<file path="src/rtl/reset_fanout_pkg.sv">
package reset_fanout_pkg;
  // Strobes from the mode control to the reset datapath
  typedef struct packed {
    logic shiftSel;      // select serial scan source into every cell
    logic holdInactive;  // force every unit reset output high
  } rfStrobes_t;
endpackage

</file>
<file path="src/rtl/reset_fanout_ctrl.sv">
module reset_fanout_ctrl
  import reset_fanout_pkg::*;
(
  input  logic       scanEn,
  output rfStrobes_t strobes
);
  always_comb begin
    strobes.shiftSel     = scanEn;
    strobes.holdInactive = scanEn;
  end
endmodule

</file>
<file path="src/rtl/reset_fanout_datapath.sv">
module reset_fanout_datapath
  import reset_fanout_pkg::*;
#(
  parameter int NUM_UNITS = 4,
  parameter int DEPTH     = 2
) (
  input  logic                 clk,
  input  logic                 rawRstN,
  input  logic                 scanIn,
  input  rfStrobes_t           strobes,
  output logic [NUM_UNITS-1:0] unitRstN,
  output logic                 scanOut
);
  localparam int SYNC_LEN  = 2;
  localparam int FIRST_REP = SYNC_LEN;
  localparam int CHAIN_LEN = SYNC_LEN + NUM_UNITS * DEPTH;

  logic [CHAIN_LEN-1:0] chainQ;
  logic [CHAIN_LEN-1:0] funcD;
  logic [CHAIN_LEN-1:0] scanD;
  logic [CHAIN_LEN-1:0] nextQ;

  // Functional next state: constant high into the synchronizer, then
  // each repeater branch starts from the synchronizer output.
  always_comb begin
    funcD[0] = 1'b1;
    for (int p = 1; p < CHAIN_LEN; p++) begin
      funcD[p] = chainQ[p-1];
    end
    for (int b = 0; b < NUM_UNITS; b++) begin
      funcD[FIRST_REP + b*DEPTH] = chainQ[SYNC_LEN-1];
    end
  end

  assign scanD = {chainQ[CHAIN_LEN-2:0], scanIn};
  assign nextQ = strobes.shiftSel ? scanD : funcD;

  always_ff @(posedge clk or negedge rawRstN) begin
    if (!rawRstN) chainQ <= '0;
    else          chainQ <= nextQ;
  end

  assign scanOut = chainQ[CHAIN_LEN-1];

  // synchronizer second stage only rises after the first stage was high
  a_r1_sync_order: assert property (@(posedge clk) disable iff (!rawRstN)
    ($past(rawRstN) && !$past(strobes.shiftSel) && $rose(chainQ[1]))
      |-> $past(chainQ[0]));

  // in shift, scan-out carries the previous content of the cell before it
  a_r5_chain_tail: assert property (@(posedge clk) disable iff (!rawRstN)
    ($past(rawRstN) && $past(strobes.shiftSel))
      |-> (scanOut == $past(chainQ[CHAIN_LEN-2])));

  for (genvar b = 0; b < NUM_UNITS; b++) begin : g_unit
    localparam int LAST = FIRST_REP + b*DEPTH + DEPTH - 1;
    localparam int PREV = (DEPTH > 1) ? LAST - 1 : SYNC_LEN - 1;

    assign unitRstN[b] = chainQ[LAST] | strobes.holdInactive;

    // the release at a branch end is carried from its predecessor stage
    a_r4_ripple_stage: assert property (@(posedge clk) disable iff (!rawRstN)
      ($past(rawRstN) && !$past(strobes.shiftSel) && $rose(chainQ[LAST]))
        |-> $past(chainQ[PREV]));
  end
endmodule

</file>
<file path="src/rtl/reset_fanout.sv">
module reset_fanout
  import reset_fanout_pkg::*;
#(
  parameter int NUM_UNITS = 4,
  parameter int DEPTH     = 2
) (
  input  logic                 clk,
  input  logic                 rstInN,
  input  logic                 scanEn,
  input  logic                 scanIn,
  output logic [NUM_UNITS-1:0] unitRstN,
  output logic                 scanOut
);
  rfStrobes_t strobes;

  reset_fanout_ctrl u_ctrl (
    .scanEn  (scanEn),
    .strobes (strobes)
  );

  reset_fanout_datapath #(
    .NUM_UNITS (NUM_UNITS),
    .DEPTH     (DEPTH)
  ) u_dp (
    .clk      (clk),
    .rawRstN  (rstInN),
    .scanIn   (scanIn),
    .strobes  (strobes),
    .unitRstN (unitRstN),
    .scanOut  (scanOut)
  );

  // raw reset low in functional mode keeps every unit in reset
  a_r2_async_hold: assert property (@(negedge clk) disable iff (scanEn === 1'b1)
    (rstInN === 1'b0) |-> (unitRstN == '0));

  // during shift no unit sees an active reset
  a_r3_shift_inactive: assert property (@(negedge clk) disable iff (!rstInN)
    $past(scanEn) && scanEn |-> (&unitRstN));
endmodule

</file>
<file path="config.mk">
export PLATFORM = sky130hd
export DESIGN_NAME = reset_fanout
export DESIGN_NICKNAME = d
export VERILOG_FILES = /design/src/rtl/reset_fanout_pkg.sv /design/src/rtl/reset_fanout_ctrl.sv /design/src/rtl/reset_fanout_datapath.sv /design/src/rtl/reset_fanout.sv
export SDC_FILE = /design/constraint.sdc
export NUM_CORES = 1
export LEC_CHECK = 0
export BUFFER_PORTS_ARGS = -buffer_cell sky130_fd_sc_hd__clkbuf_2
export CAP_MARGIN = 5
export CORE_AREA = 2 2 39 41
export DETAILED_ROUTE_END_ITERATION = 12
export DIE_AREA = 0 0 41 43
export PLACE_DENSITY_LB_ADDON = 0.1
export SYNTH_ARGS = -nofsm -noshare
export SYNTH_HDL_FRONTEND = slang
export SYNTH_HIERARCHICAL = 1
export SYNTH_SLANG_ARGS = --single-unit
</file>
<file path="constraint.sdc">
create_clock -name clk -period 0.95 [get_ports clk]
set_input_delay 0.19 -clock clk [delete_from_list [all_inputs] [get_ports clk]]
set_output_delay 0.19 -clock clk [all_outputs]
set_load 0.02 [all_outputs]
</file>
== Word level (Yosys, flattened, before mapping) ==
Cells that the tools add are included.
Operators by class
  mux-type cells: 1
  bitwise gates (word level): 4
Operators with widths (count)
  $mux 9: 1
  $or 1x1->1: 4
Word-level totals
  bits in registers: 10
  input port bits: 4
  output and inout bits: 5
  word-level logic and storage cells: 6

== Logic depth before layout (Yosys ltp) ==
  depth after elaboration: 1
  mapped depth: 2
  gate-level depth less buffers: 1

== Hierarchy ==
The synthesis kept the hierarchy.
By module, submodules not included
  reset_fanout_datapath: times used 1, cells an instance 18, area each 315.3 um^2, seq. area each 250.2 um^2
  reset_fanout_ctrl: times used 1, cells an instance 2, area each 15.0 um^2, seq. area each 0.0 um^2

== Worst setup path after synthesis ==
Ideal clock, no wire load.
  path type: reg2out
  start: reg u_dp.chainQ[9]
  end: out unitRstN[3]
  data arrival time: 0.737 ns
  data required time: 0.760 ns
  setup slack: 0.023 ns
  stages on the path, launching flop included: 2
  buffers on the path: 0
  cell sequence: dfrtp_1 or2_1
On the way
  cells in the longest elaborated chain, start to end: 1
Ends and longest elaborated chain
  from (decl): line reset_fanout_datapath.sv:18  | logic [CHAIN_LEN-1:0] chainQ;
  from (signal assigned): line reset_fanout_datapath.sv:40  | else chainQ <= nextQ;
  $or 1x1->1: line reset_fanout_datapath.sv:59  | assign unitRstN[b] = chainQ[LAST] | strobes.holdInactive;
  to (decl): line reset_fanout.sv:11  | output logic [NUM_UNITS-1:0] unitRstN,
No other way between the ends.

== Worst setup path after layout ==
Ends and elaborated chain as after synthesis.

==> summary.txt <==
Floorplan
  • Count of pins on the block boundary: 9
  • Floorplan die area: between 1500 and 2000 um^2
  • Core Region: 1380 um^2
  • Die Wd: 41 um
  • Vertical die dimension: roughly 43 um
  • Number of placement rows: 14
  • Effective utilization at floorplan: between 20% and 30%

Worst hold path
  • Min-Delay Startpoint: scanIn
  • Hold endpoint: u_dp/chainQ[0]
  • Cell depth of the worst hold path: 2
  • Kind of path behind the tightest hold check: input pin to flop

Setup path
  • Critical Path, Cell by Cell: or2_1 -> buf_6
  • Data arrival, critical path: 0.99 ns
  • Reg2Reg Capture Point: u_dp/chainQ[6]
  • Kind of critical path: flop to output pin
  • Count of buffering cells on the critical path with inverters included: 1
  • Critical Path Fanout Max: 2
  • Register-to-register setup slack: 0.13 ns
  • Worst path max stage delay: around 0.39 ns
  • Highest-delay cell along the critical path: dfrtp_1
  • Number of cell instances on the worst register-to-register path: 1
  • Crit end category: output pin
  • Category of cells accounting for the largest share of critical-path delay: flip-flops
  • CP startpoint kind: flop
  • Origin of the critical flop-to-flop path: u_dp/chainQ[1]
  • Critical Path RT: roughly 0.76 ns

Timing
  • Number of max-slew violations in the final report: 0
  • Count of final setup violators: 5
  • Final min period: roughly 1.2 ns
  • Final critical-path setup slack: -0.234 ns
  • Fmax: ~0.84 GHz
  • Final hold viol count: 0
  • Hold WS: around 0.12 ns
  • Slew @ Worst Pin: approximately 0.25 ns
  • Setup Skew: 0.00132 ns
  • Max_slew headroom: 83.4%
  • Final worst path period share: 125%
  • Setup repair after global routing missed its margin: yes

Logic synthesis
  • Main area contributors after synthesis: dfrtp_1 76%, mux2_1 10%, or2_1 7.6%
  • Flip-flop cell with the highest count after synthesis: dfrtp_1
  • Leading cell types by count after synthesis: 10 x dfrtp_1, 4 x or2_1, 3 x mux2_1
  • Most common cell in the synthesized netlist: dfrtp_1
  • Post-synth ARST share: 100%
  • Synthesis-stage register bit count: 10
  • Synthesis Warnings: 6
  • Number of flops mapped to enable cells by yosys: 0
  • Sequential element share of the synthesized area: ~76%
  • Proportion of netlist area held by the largest area contributor: approximately 76%
  • Syn Area/Cell: 16.5 um^2
  • Area of the mapped netlist: roughly 330 um^2
  • Gate count after technology mapping: 20
  • Library cells used by synthesis: 5
  • Yosys top cell by area: dfrtp_1
  • Syn_nets: 24

Drt
  • Vias per cell: approximately 3.7
  • DRT Pass-1 Iters: 2
  • Wire per inst: about 9.1 um
  • Remaining design rule violation count: 0
  • Final ANT Viol Nets: 0
  • Via Count: between 150 and 200
  • Drt first-iter violations: 2
  • Final Routed Wirelength: roughly 430 um

Clocking
  • CTS Buf Count: 3
  • Clock tree from TritonCTS: done
  • Number of levels in the clock H-tree: 1
  • Clock-pin slew reported for the worst setup and hold paths after clock tree synthesis: 0.06 ns
  • CTS Sinks: 10
  • Insertion delay of the later-clocked pin in the worst-skew pair: approximately 0.25 ns
  • Buffer depth of the longest clock path: 2
  • Buffer type at the clock tree root: clkbuf_4

Run status
  • Violations in the final reports: setup timing
  • Status: finished with violations

Cells and area
  • Biggest register: u_dp/chainQ
  • Ratio of cells with drive above 1 in the final layout: approximately 39%
  • Flip-flop count of the largest register, all copies and words added: 10
  • Number of nets in the layout: 36
  • Fraction of the core area covered by cells at the end of the flow: 32.9%
  • Non-filler cells, final: 47
  • Synthesis-to-layout area growth: 37.9%
  • Largest registers: u_dp/chainQ: 10 flops
  • # diodes: 0

Placed design
  • Port Buf Inserts: 8
  • Number of instances in the placed design: 42
  • Last weighted congestion value of the routability-driven placer: about 0.6

GRT
  • GRT Overall Usage: under 10%
  • Number of antenna violations at the first check in global routing: 0
  • Pin count of the biggest net entering global routing: 11
  • Wire length of the first global-routing pass: 676 um
  • Number of global-route vias before repair: 150
  • GRT overflow: 0

Power and ir drop
  • Total Power: slightly above 0.0009 W
  • Leak: ~0.19 nW
  • Worst supply voltage drop on vdd: 0.000853 V
  • Power Dens Cells: between 1500 and 2000 nW/um^2

Job
  • Max cap viols: 0
[worst max-delay path by stage]
| stage | slack, ns | cells past startpoint | from | to |
|---|---|---|---|---|
| floorplan | 0.02 | 1 | u_dp/chainQ[9] | unitRstN[3] |
| detailed placement | 0.02 | 3 | scanEn | unitRstN[3] |
| global placement | 0.03 | 3 | scanEn | unitRstN[0] |
| CTS | -0.24 | 2 | u_dp/chainQ[7] | unitRstN[2] |
| finish | -0.23 | 2 | u_dp/chainQ[9] | unitRstN[3] |
| global route | -0.27 | 2 | u_dp/chainQ[7] | unitRstN[2] |
[layout make-up]
| class | count | area (um^2) |
|---|---|---|
| sequential | 10 | 250 |
| fill | 133 | 928 |
| tap | 16 | 20.0 |
| clock buffer | 4 | 36.3 |
| multi-input combinational | 8 | 65.1 |
| timing repair buffer | 9 | 83.8 |
[per-stage QoR]
| step | setup TNS, ns | instance area (um^2) | setup WS, ns |
|---|---|---|---|
| after floorplan | 0 | 330 | 0.0235 |
| after global placement | 0 | 375 | 0.0259 |
| after detailed placement | 0 | 375 | 0.0176 |
| after CTS | -0.968 | 430 | -0.242 |
| after global routing | -1.09 | 455 | -0.269 |
| final | -0.881 | 455 | -0.234 |
[layout by cell type (no fill, tap or decap)]
| cell type | instances |
|---|---|
| buf_6 | 4 |
| clkbuf_2 | 3 |
| clkbuf_4 | 3 |
| clkbuf_8 | 2 |
| dfrtp_1 | 10 |
| dlygate4sd3_1 | 1 |
| mux2_1 | 3 |
| nand2b_1 | 1 |
| or2_1 | 4 |
[routing by layer]
metal | up-vias | GRT usage, % | wire, um
li1 | 83 | - | -
met5 | - | 0 | 0
met4 | 0 | 4.00 | 0
met1 | 83 | 7.80 | 204
met3 | 0 | 6.28 | 40
met2 | 9 | 6.88 | 181
[where the power goes]
part | switching, W | total, W | internal [W]
Sequential | 0.0000111 | 0.000465 | 0.000454
Combinational | 0.0000385 | 0.0000792 | 0.0000407
Clock | 0.000130 | 0.000362 | 0.000232
Total | 0.000180 | 0.000907 | 0.000727
[kinds of logic after synthesis]
| kind of cell | synth area share, % |
|---|---|
| simple gates | 9.47 |
| mux | 10.2 |
| buf+inv | 4.54 |
| flops | 75.8 |
[timing repair]
item	in CTS	in global routing
setup endpoints to repair	5	5
gates resized for setup	2	12
setup buffers	0	0
pin swaps	1	0
hold buffers	1	0
hold endpoints to repair	10	0
(Power assumes the default switching activity.)
